`src/rtl/nce_pkg.sv`:
```
package nce_pkg;
  localparam int unsigned NCE_TW = 4;
  localparam int unsigned NCE_AW = 3;

  localparam logic [NCE_AW-1:0] RA_TIMING = 3'd0;
  localparam logic [NCE_AW-1:0] RA_CTRL   = 3'd1;
  localparam logic [NCE_AW-1:0] RA_CMD    = 3'd2;
  localparam logic [NCE_AW-1:0] RA_ADDR   = 3'd3;
  localparam logic [NCE_AW-1:0] RA_DATA   = 3'd4;
  localparam logic [NCE_AW-1:0] RA_STAT   = 3'd5;

  typedef enum logic [1:0] {OP_CMD, OP_ADDR, OP_WR, OP_RD} nce_op_e;
  typedef enum logic [1:0] {PH_IDLE, PH_LEAD, PH_LOW, PH_TAIL} nce_phase_e;

  typedef struct packed {
    logic [NCE_TW-1:0] tail;
    logic [NCE_TW-1:0] low;
    logic [NCE_TW-1:0] lead;
  } nce_timing_t;
endpackage

```
`src/rtl/nce_sync.sv`:
```
module nce_sync #(
  parameter int unsigned STAGES = 2
) (
  input  logic clk,
  input  logic rst_n,
  input  logic d_i,
  output logic q_o
);
  logic [STAGES-1:0] stage_q;

  for (genvar s = 0; s < STAGES; s++) begin : g_stage
    if (s == 0) begin : g_first
      always_ff @(posedge clk or negedge rst_n) begin
        if (!rst_n) stage_q[s] <= 1'b0;
        else        stage_q[s] <= d_i;
      end
    end else begin : g_next
      always_ff @(posedge clk or negedge rst_n) begin
        if (!rst_n) stage_q[s] <= 1'b0;
        else        stage_q[s] <= stage_q[s-1];
      end
    end
  end

  assign q_o = stage_q[STAGES-1];
endmodule

```
`src/rtl/nce_seq.sv`:
```
module nce_seq import nce_pkg::*; #(
  parameter int unsigned BUS_W = 32,
  parameter int unsigned IO_W  = 8
) (
  input  logic              clk,
  input  logic              rst_n,
  input  logic              start_i,
  input  nce_op_e           op_i,
  input  logic [BUS_W-1:0]  word_i,
  input  nce_timing_t       tim_i,
  input  logic [IO_W-1:0]   io_in_i,
  output logic              busy_o,
  output logic              cle_o,
  output logic              ale_o,
  output logic              we_n_o,
  output logic              re_n_o,
  output logic              io_oe_o,
  output logic [IO_W-1:0]   io_out_o,
  output logic [BUS_W-1:0]  rd_word_o,
  output logic              rd_done_o
);
  localparam int unsigned NB = BUS_W / IO_W;
  localparam int unsigned IW = (NB > 1) ? $clog2(NB) : 1;
  localparam logic [IW-1:0] LAST_IDX = IW'(NB - 1);

  nce_phase_e        phase_q, phase_d;
  nce_op_e           op_q, op_d;
  logic [NCE_TW-1:0] cnt_q, cnt_d;
  logic [IW-1:0]     idx_q, idx_d;
  logic [BUS_W-1:0]  word_q, word_d;
  logic [BUS_W-1:0]  rd_q, rd_d;
  logic              last_byte, step_end, begin_cyc, done;

  always_comb begin
    phase_d   = phase_q;
    op_d      = op_q;
    cnt_d     = cnt_q;
    idx_d     = idx_q;
    word_d    = word_q;
    rd_d      = rd_q;
    step_end  = 1'b0;
    begin_cyc = 1'b0;
    done      = 1'b0;
    last_byte = (op_q == OP_CMD || op_q == OP_ADDR) ? 1'b1 : (idx_q == LAST_IDX);

    unique case (phase_q)
      PH_IDLE: begin
        if (start_i) begin
          op_d      = op_i;
          word_d    = word_i;
          idx_d     = '0;
          begin_cyc = 1'b1;
        end
      end
      PH_LEAD: begin
        if (cnt_q == '0) begin
          phase_d = PH_LOW;
          cnt_d   = tim_i.low;
        end else begin
          cnt_d = cnt_q - 1'b1;
        end
      end
      PH_LOW: begin
        if (cnt_q == '0) begin
          if (op_q == OP_RD) rd_d[idx_q*IO_W +: IO_W] = io_in_i;
          if (tim_i.tail != '0) begin
            phase_d = PH_TAIL;
            cnt_d   = tim_i.tail - 1'b1;
          end else begin
            step_end = 1'b1;
          end
        end else begin
          cnt_d = cnt_q - 1'b1;
        end
      end
      PH_TAIL: begin
        if (cnt_q == '0) step_end = 1'b1;
        else             cnt_d = cnt_q - 1'b1;
      end
      default: phase_d = PH_IDLE;
    endcase

    if (step_end) begin
      if (last_byte) begin
        phase_d = PH_IDLE;
        done    = 1'b1;
      end else begin
        idx_d     = idx_q + 1'b1;
        begin_cyc = 1'b1;
      end
    end

    if (begin_cyc) begin
      if (tim_i.lead != '0) begin
        phase_d = PH_LEAD;
        cnt_d   = tim_i.lead - 1'b1;
      end else begin
        phase_d = PH_LOW;
        cnt_d   = tim_i.low;
      end
    end
  end

  always_ff @(posedge clk or negedge rst_n) begin
    if (!rst_n) begin
      phase_q <= PH_IDLE;
      op_q    <= OP_CMD;
      cnt_q   <= '0;
      idx_q   <= '0;
      word_q  <= '0;
      rd_q    <= '0;
    end else begin
      phase_q <= phase_d;
      op_q    <= op_d;
      cnt_q   <= cnt_d;
      idx_q   <= idx_d;
      word_q  <= word_d;
      rd_q    <= rd_d;
    end
  end

  assign busy_o    = (phase_q != PH_IDLE);
  assign cle_o     = busy_o && (op_q == OP_CMD);
  assign ale_o     = busy_o && (op_q == OP_ADDR);
  assign we_n_o    = !((phase_q == PH_LOW) && (op_q != OP_RD));
  assign re_n_o    = !((phase_q == PH_LOW) && (op_q == OP_RD));
  assign io_oe_o   = busy_o && (op_q != OP_RD);
  assign io_out_o  = word_q[idx_q*IO_W +: IO_W];
  assign rd_word_o = rd_q;
  assign rd_done_o = done && (op_q == OP_RD);
endmodule

```
`src/rtl/nce_regs.sv`:
```
module nce_regs import nce_pkg::*; #(
  parameter int unsigned        BUS_W    = 32,
  parameter logic [3*NCE_TW-1:0] RST_TIME = 12'h777
) (
  input  logic              clk,
  input  logic              rst_n,
  input  logic              req_i,
  input  logic              we_i,
  input  logic [NCE_AW-1:0] addr_i,
  input  logic [BUS_W-1:0]  wdata_i,
  output logic [BUS_W-1:0]  rdata_o,
  output logic              wait_o,
  input  logic              seq_busy_i,
  input  logic              seq_rd_done_i,
  input  logic [BUS_W-1:0]  seq_rd_word_i,
  output logic              start_o,
  output nce_op_e           op_o,
  output nce_timing_t       tim_o,
  output logic              ce_n_o,
  input  logic              rdy_sync_i,
  output logic              irq_o
);
  logic [3*NCE_TW-1:0] time_q, time_d;
  logic                ce_q, ce_d;
  logic                irq_q, irq_d;
  logic                rdv_q, rdv_d;
  logic                rdy_prev_q;
  logic                data_rd, seq_reg, accept, wr_acc;

  always_comb begin
    data_rd = req_i && !we_i && (addr_i == RA_DATA);
    seq_reg = (addr_i == RA_CMD) || (addr_i == RA_ADDR) || (addr_i == RA_DATA);
    wait_o  = req_i && ((we_i && seq_busy_i) || (data_rd && !rdv_q));
    accept  = req_i && !wait_o;
    wr_acc  = accept && we_i;
    start_o = (wr_acc && seq_reg) || (data_rd && !seq_busy_i && !rdv_q);

    unique case (addr_i)
      RA_CMD:  op_o = OP_CMD;
      RA_ADDR: op_o = OP_ADDR;
      default: op_o = we_i ? OP_WR : OP_RD;
    endcase

    time_d = time_q;
    ce_d   = ce_q;
    irq_d  = irq_q;
    rdv_d  = rdv_q;
    if (wr_acc && addr_i == RA_TIMING) time_d = wdata_i[3*NCE_TW-1:0];
    if (wr_acc && addr_i == RA_CTRL)   ce_d   = wdata_i[0];
    if (wr_acc && addr_i == RA_STAT && wdata_i[1]) irq_d = 1'b0;
    if (rdy_sync_i && !rdy_prev_q)                 irq_d = 1'b1;
    if (accept && data_rd) rdv_d = 1'b0;
    if (seq_rd_done_i)     rdv_d = 1'b1;

    unique case (addr_i)
      RA_TIMING: rdata_o = BUS_W'(time_q);
      RA_CTRL:   rdata_o = BUS_W'(ce_q);
      RA_DATA:   rdata_o = seq_rd_word_i;
      RA_STAT:   rdata_o = BUS_W'({irq_q, rdy_sync_i});
      default:   rdata_o = '0;
    endcase
  end

  always_ff @(posedge clk or negedge rst_n) begin
    if (!rst_n) begin
      time_q     <= RST_TIME;
      ce_q       <= 1'b0;
      irq_q      <= 1'b0;
      rdv_q      <= 1'b0;
      rdy_prev_q <= 1'b0;
    end else begin
      time_q     <= time_d;
      ce_q       <= ce_d;
      irq_q      <= irq_d;
      rdv_q      <= rdv_d;
      rdy_prev_q <= rdy_sync_i;
    end
  end

  assign tim_o  = nce_timing_t'(time_q);
  assign ce_n_o = !ce_q;
  assign irq_o  = irq_q;
endmodule

```
`src/rtl/nand_cycle_engine.sv`:
```
module nand_cycle_engine import nce_pkg::*; #(
  parameter int unsigned        BUS_W    = 32,
  parameter int unsigned        IO_W     = 8,
  parameter int unsigned        SYNC_N   = 2,
  parameter logic [3*NCE_TW-1:0] RST_TIME = 12'h777
) (
  input  logic              clk,
  input  logic              rst_n,
  input  logic              bus_req,
  input  logic              bus_we,
  input  logic [NCE_AW-1:0] bus_addr,
  input  logic [BUS_W-1:0]  bus_wdata,
  output logic [BUS_W-1:0]  bus_rdata,
  output logic              bus_wait,
  output logic              nand_ce_n,
  output logic              nand_cle,
  output logic              nand_ale,
  output logic              nand_we_n,
  output logic              nand_re_n,
  output logic [IO_W-1:0]   nand_io_out,
  output logic              nand_io_oe,
  input  logic [IO_W-1:0]   nand_io_in,
  input  logic              nand_rdy,
  output logic              irq
);
  logic             rst_n_int;
  logic             rdy_sync;
  logic             seq_busy, seq_rd_done, seq_start;
  logic [BUS_W-1:0] seq_rd_word;
  nce_op_e          seq_op;
  nce_timing_t      tim;

  nce_sync #(.STAGES(SYNC_N)) i_rst_sync (
    .clk(clk), .rst_n(rst_n), .d_i(1'b1), .q_o(rst_n_int)
  );

  nce_sync #(.STAGES(SYNC_N)) i_rdy_sync (
    .clk(clk), .rst_n(rst_n_int), .d_i(nand_rdy), .q_o(rdy_sync)
  );

  nce_regs #(.BUS_W(BUS_W), .RST_TIME(RST_TIME)) i_regs (
    .clk(clk), .rst_n(rst_n_int),
    .req_i(bus_req), .we_i(bus_we), .addr_i(bus_addr), .wdata_i(bus_wdata),
    .rdata_o(bus_rdata), .wait_o(bus_wait),
    .seq_busy_i(seq_busy), .seq_rd_done_i(seq_rd_done), .seq_rd_word_i(seq_rd_word),
    .start_o(seq_start), .op_o(seq_op), .tim_o(tim),
    .ce_n_o(nand_ce_n), .rdy_sync_i(rdy_sync), .irq_o(irq)
  );

  nce_seq #(.BUS_W(BUS_W), .IO_W(IO_W)) i_seq (
    .clk(clk), .rst_n(rst_n_int),
    .start_i(seq_start), .op_i(seq_op), .word_i(bus_wdata), .tim_i(tim),
    .io_in_i(nand_io_in),
    .busy_o(seq_busy), .cle_o(nand_cle), .ale_o(nand_ale),
    .we_n_o(nand_we_n), .re_n_o(nand_re_n), .io_oe_o(nand_io_oe),
    .io_out_o(nand_io_out), .rd_word_o(seq_rd_word), .rd_done_o(seq_rd_done)
  );
endmodule

```
`config.mk`:
```
export PLATFORM = sky130hd
export DESIGN_NAME = nand_cycle_engine
export DESIGN_NICKNAME = d
export VERILOG_FILES = /design/src/rtl/nce_pkg.sv /design/src/rtl/nce_sync.sv /design/src/rtl/nce_seq.sv /design/src/rtl/nce_regs.sv /design/src/rtl/nand_cycle_engine.sv
export SDC_FILE = /design/constraint.sdc
export NUM_CORES = 1
export LEC_CHECK = 0
export BUFFER_PORTS_ARGS = -buffer_cell sky130_fd_sc_hd__buf_4
export CORE_UTILIZATION = 50
export CTS_BUF_LIST = sky130_fd_sc_hd__clkbuf_8 sky130_fd_sc_hd__clkbuf_16
export DETAILED_ROUTE_END_ITERATION = 16
export PLACE_DENSITY = 0.74
export SETUP_SLACK_MARGIN = 0.2
export SYNTH_ARGS = -nofsm -noshare
export SYNTH_HDL_FRONTEND = slang
export SYNTH_SLANG_ARGS = --single-unit
```
`constraint.sdc`:
```
create_clock -name clk -period 3.28 [get_ports clk]
set_input_delay 0.656 -clock clk [delete_from_list [all_inputs] [get_ports clk]]
set_output_delay 0.656 -clock clk [all_outputs]
set_load 0.1 [all_outputs]
```
==> impl_results.md, run 1 <==
- Htree depth: 3
- Layout net count: 599
- Total Routing Usage GR: 0.2311
- Share of cells above drive strength 1: 0.3474
- RSZ-0062 raised after global routing: no
- Setup Viol. Count Final: 0
- Synthesized instance count: 447
- Initial antenna violation count: 0
- Width of the die: 99.26 um
- Yosys reg bits: 94
- CP Depth: 3
- Worst Skew: 0.01947 ns
- Power density over cell area: 982.5 nW/um^2
- Crit path launch: i_seq.idx_q[0]$_DFF_PN0_
- Ys async rst share: 1.000
- CTS root buffer: clkbuf_8
- Fin crit share: 0.8596
- First-pass GRT wire length: 17560 um
- Min-Delay Path Class: input pin to async pin
- Syn Std Cell Area: 4730 um^2
- WP data required: 2.62 ns
- Tot Pwr: 5.629 mW
- Post CTS Setup Buffer Count: 0
- Detailed-route via count: 3596
- Vias in the first global route: 3458
- Grt total ovfl: 0
- DRC Markers: 0
- Site Rows: 35
- Hold Vio Cnt, Final: 0
- Yosys cell types: 48
- Met1 Use GR: 0.3188
- CP arrival: 2.16 ns
- CTS Buf Count: 9
- Reg2Reg Setup Slack: 0.75 ns
- Crit path launch type: flip-flop
- RR Startpoint: i_seq.idx_q[0]$_DFF_PN0_
- Most common cell after layout, fill and taps aside: buf_4
- Synth area leader: dfrtp_1
- Largest net degree at the start of global routing: 40
- Setup_tns: 0 ns
- F_max: 354.7 MHz
- Worst VDD drop: 917.1 uV
- CTS tree: built
- End of the critical path: nand_io_out[2]
- Clk_lat worst skew: 0.37 ns
- Max Cap Viol: 0
- Clock-pin transition on the worst setup and hold timing paths: 0.09 ns
- Initial DRT Pass Iterations: 4
- Via density: 5.490
- YS warnings: 0
- Post-synth top flop: dfrtp_1
- CTS max path bufs: 2
- Chip Height: 99.26 um
- Post-synthesis sequential area ratio: 0.4997
- Met3 GRT Util: 0.05481
- Ports: 96
- Area Growth Syn to Fin: 21.14%
- Worst-Margin Slew: 0.7370 ns
- GPL Wtd Cong: 0.8977
- Die area: 9852 um^2
- RR Endpoint: i_seq.rd_word_o[13]$_DFFE_PN0P_
- Cell Count, Final, Fillers Out: 655
- Initial Util: 0.5143
- Post-route cell area: 5729 um^2
- Final core occ: 0.6230
- Min Tclk post-route: 2.819 ns
- Gr busiest metal: met2
- Critical path buffers and inverters: 2
- Most frequent cells in the layout: 103 x buf_4, 84 x dfrtp_1, 83 x nand2_1
- Cell mode on critical path: buf_4
- Crit. End Element: output port
- PortBufs: 95
- Hold_buf cts: 0
- Status: finished, final reports clean
- Syn Nets: 507
- # diodes: 0
- Worst r2r path cells: 6
- # resized after CTS: 0
- Rel. slew slack: 0.5049
- Post-synth EDFFs: 0
- M2 GR Usage: 0.3739
- DP HPWL: 7991 um
- Cell area after placement: 5547 um^2
- Clock Sinks: 94
- Initial DRC count: 223
- Detailed Route WL: 10830 um
- Placed Cells incl. Taps: 639
- Worst path cell trace: buf_4, mux4_2, buf_4
- Slowest cell on crit path: dfrtp_1
- Slowest stage delay, CP: 0.77 ns
- Post-place setup slack: 0.7135 ns
- PnR worst setup slack: 0.4606 ns
- Avg Cell Area, Syn: 10.58 um^2
- Hold slack: 0.05617 ns
- Area contributors post-synth: dfrtp_1 45%, mux2_2 9.5%, nand2_1 6.6%
- Routed Antenna Nets: 0
- Crit path max fanout: 12
- Post-synth top area share: 0.4497
- WS Path Type: flip-flop to output port
- Leak Pwr: 2.585 nW
- Core area: 9196 um^2
- CP top delay family: flip-flops
- Wirelength per Cell: 16.54 um
- Max-slew violations: 0
==> sequential cells by signal, indices dropped and copies added, names as in the netlist <==
name                count
i_regs.ce_q             1
i_seq.op_q              2
i_regs.rdv_q            1
i_rst_sync.q_o          1
i_regs.rdy_prev_q       1
i_rdy_sync.stage_q      1
i_seq.phase_q           2
i_seq.cnt_q             4
i_regs.tim_o           12
i_seq.idx_q             2
i_regs.irq_o            1
i_seq.word_q           32
i_rdy_sync.q_o          1
i_seq.rd_word_o        32
i_rst_sync.stage_q      1
==> area by class of cell <==
class / count / area (um^2)
Sequential cell: 94 / 2367
Clock inverter: 6 / 45.04
Multi-Input combinational cell: 314 / 2203
Fill cell: 780 / 3467
Inverter: 17 / 63.81
Clock buffer: 10 / 137.6
Timing Repair Buffer: 103 / 773.2
Tap cell: 111 / 138.9
==> layer usage <==
layer  routed length (um)  vias to the layer above
met5                    0                        -
met4                   78                        0
met3                  606                        6
met2                 5311                      107
met1                 4835                     1747
li1                     -                     1736
==> where the power goes <==
group	internal (mW)	total, mW	switching [mW]	leakage [nW]
Combinational	0.960	2.90	1.94	1.48
Sequential	1.62	2.01	0.389	1.02
Clock	0.301	0.718	0.418	0.0907
Total	2.88	5.63	2.75	2.58
==> how the worst min path moves through the flow <==
stage                                         start                              end  slack, ns
finish                                        rst_n  i_rst_sync.stage_q[0]$_DFF_PN0_       0.06
CTS                                           rst_n         i_rst_sync.q_o$_DFF_PN0_       0.04
global route                                  rst_n         i_rst_sync.q_o$_DFF_PN0_       0.03
detailed placement         i_rst_sync.q_o$_DFF_PN0_     i_seq.word_q[19]$_DFFE_PN0P_       0.32
global placement           i_rst_sync.q_o$_DFF_PN0_     i_seq.word_q[27]$_DFFE_PN0P_       0.31
floorplan           i_rdy_sync.stage_q[0]$_DFF_PN0_         i_rdy_sync.q_o$_DFF_PN0_       0.33
==> worst register-to-register path, stage by stage (launching register included) <==
cell     delay [ns]
dfrtp_1        0.77
inv_1          0.28
ha_1           0.39
inv_1          0.08
nor3_1         0.63
nand2_1        0.12
o21ai_0        0.19
==> synth_stat cells, types with 8 or more instances <==
cell / number
dfrtp_1: 85
a22o_1: 11
and2_1: 20
nor2_1: 16
mux2_2: 40
nand2_1: 83
o21ai_0: 49
buf_2: 8
dfstp_2: 9
mux4_2: 9
inv_1: 17
ha_1: 12
a21oi_1: 8
nor3_1: 9
==> cells by family after synthesis <==
| kind of cell | count (synthesis) | share of synthesized area |
|---|---|---|
| XOR/XNOR | 3 | 0.005557 |
| AO/OA/AOI/OAI | 92 | 0.1243 |
| AND/OR/NAND/NOR | 154 | 0.1548 |
| buffers and inverters | 39 | 0.03863 |
| flip-flops | 94 | 0.4997 |
| adder cells (fa/ha/maj) | 12 | 0.03175 |
| multiplexers | 52 | 0.1444 |
| other | 1 | 0.0007929 |
Power figures use the tool's default switching activity.
==> run 2: changes to the inputs <==
- CORE_MARGIN: not set -> 8
- PLACE_DENSITY: 0.74 -> 0.77
- clock period: 3.28 -> 2.4 ns (I/O delays scaled with it)
==> impl_results.md, run 2 (synthesis gave the netlist of run 1 again) <==
- Worst Hold End: i_rdy_sync.stage_q[0]$_DFF_PN0_
- Slowest stage delay, CP: 0.53 ns
- Vias in the first global route: 3973
- Post-route cell area: 6053 um^2
- WS Path Type: flip-flop to output port
- Crit. End Element: output port
- Max Cap Viol: 0
- Min Tclk post-route: 2.150 ns
- Total Routing Usage GR: 0.1962
- Cells on Worst Hold Path: 1
- Fin crit share: 0.8956
- Reg2Reg Setup Slack: 0.33 ns
- Area Growth Syn to Fin: 27.99%
- PortBufs: 95
- Via density: 5.663
- Chip Height: 113.3 um
- Site Rows: 35
- Power density over cell area: 1352 nW/um^2
- Worst Skew: 0.009871 ns
- Die area: 12830 um^2
- Most frequent cells in the layout: 100 x buf_4, 83 x dfrtp_1, 79 x nand2_1
- Grt total ovfl: 0
- Wirelength per Cell: 18.45 um
- CTS max path bufs: 2
- CP arrival: 1.67 ns
- Initial DRT Pass Iterations: 4
- RSZ-0062 raised after global routing: no
- DP HPWL: 9173 um
- Core area: 9196 um^2
- Worst r2r path cells: 7
- Width of the die: 113.3 um
- Placed Cells incl. Taps: 647
- Ports: 96
- Min-Delay Path Class: input pin to flip-flop
- Crit path launch type: flip-flop
- CTS Buf Count: 9
- Worst VDD drop: 1119 uV
- RR Endpoint: i_seq.cnt_q[0]$_DFFE_PN0P_
- Final core occ: 0.6582
- Initial antenna violation count: 0
- F_max: 465.2 MHz
- Cell Count, Final, Fillers Out: 667
- Largest net degree at the start of global routing: 93
- Max-slew violations: 0
- Detailed Route WL: 12310 um
- Tot Pwr: 8.184 mW
- Hold slack: 0.2148 ns
- Routed Antenna Nets: 0
- Setup Viol. Count Final: 0
- Clk_lat worst skew: 0.36 ns
- Layout net count: 611
- Slowest cell on crit path: mux4_2
- Worst hold start: nand_rdy
- CP top delay family: multiplexers
- Most common cell after layout, fill and taps aside: buf_4
- Critical path buffers and inverters: 2
- Leak Pwr: 2.723 nW
- Crit path max fanout: 10
- Detailed-route via count: 3777
- Htree depth: 3
- Clock-pin transition on the worst setup and hold timing paths: 0.10 ns
- RR Startpoint: i_regs.tim_o[9]$_DFFE_PN1P_
- Cell area after placement: 5739 um^2
- WP data required: 1.92 ns
- # diodes: 0
- Status: finished, final reports clean
- Clock Sinks: 94
- First-pass GRT wire length: 20020 um
- GPL Wtd Cong: 0.8783
- Hold Vio Cnt, Final: 0
- Initial DRC count: 253
- CTS tree: built
- Worst path cell trace: buf_12, mux4_2, buf_6
- CTS root buffer: clkbuf_8
- DRC Markers: 0
- Share of cells above drive strength 1: 0.4388
- Initial Util: 0.5143
-- run 2: worst max-delay path by stage --
stage                                     startpoint                             end  slack, ns  cells past startpoint
after global placement                   bus_addr[1]    i_seq.word_q[30]$_DFFE_PN0P_       0.19                      5
final                       i_seq.idx_q[0]$_DFF_PN0_                  nand_io_out[6]       0.25                      3
after detailed placement                 bus_addr[1]     i_seq.word_q[6]$_DFFE_PN0P_       0.15                      5
after CTS                 i_seq.cnt_q[0]$_DFFE_PN0P_  i_seq.rd_word_o[1]$_DFFE_PN0P_       0.18                      7
after global routing        i_seq.idx_q[0]$_DFF_PN0_                  nand_io_out[2]       0.21                      3
after floorplan           i_seq.phase_q[0]$_DFF_PN0_                        nand_ale      -0.07                      3
-- run 2: layout make-up --
type / count / area, um^2
clock inverter: 7 / 51.30
multi-input combinational: 314 / 2345
clock buffer: 9 / 123.9
inverter: 17 / 63.81
sequential: 94 / 2369
tap: 111 / 138.9
timing repair buffer: 115 / 962.2
fill: 743 / 3143
-- run 2: per-stage QoR --
step,setup WS [ns],setup TNS [ns]
2_1_floorplan,-0.07011,-0.07011
3_3_place_gp,0.1935,0
3_5_place_dp,0.1495,0
4_1_cts,0.1777,0
5_1_grt,0.2052,0
6_report,0.2504,0
-- run 2: power breakdown --
part / switching [mW] / total, mW / internal, mW
Sequential: 0.480 / 2.70 / 2.22
Combinational: 2.91 / 4.51 / 1.61
Clock: 0.588 / 0.971 / 0.383
Total: 3.97 / 8.18 / 4.21
-- run 2: what timing repair did --
action,CTS,global route
pin swaps,0,1
buffers inserted,2,1
setup endpoints to repair,43,45
hold endpoints to repair,2,0
hold buffers,1,0
resized for setup,7,22
-- run 2: worst reg2reg max path: cells and delay by family (launching register included) --
family                   cells  cell delay, ns
adder cells (fa/ha/maj)      1            0.24
AND/OR/NAND/NOR              2            0.58
buffers and inverters        2            0.27
flip-flops                   1            0.40
AO/OA/AOI/OAI                2            0.49
-- run 2: routing by layer --
| metal | vias up | global-route usage | share of wire |
|---|---|---|---|
| li1 | 1759 | - | - |
| met1 | 1866 | 0.2476 | 0.42 |
| met2 | 128 | 0.3159 | 0.48 |
| met3 | 24 | 0.04899 | 0.073 |
| met4 | 0 | 0.07904 | 0.022 |
| met5 | - | 0 | 0 |
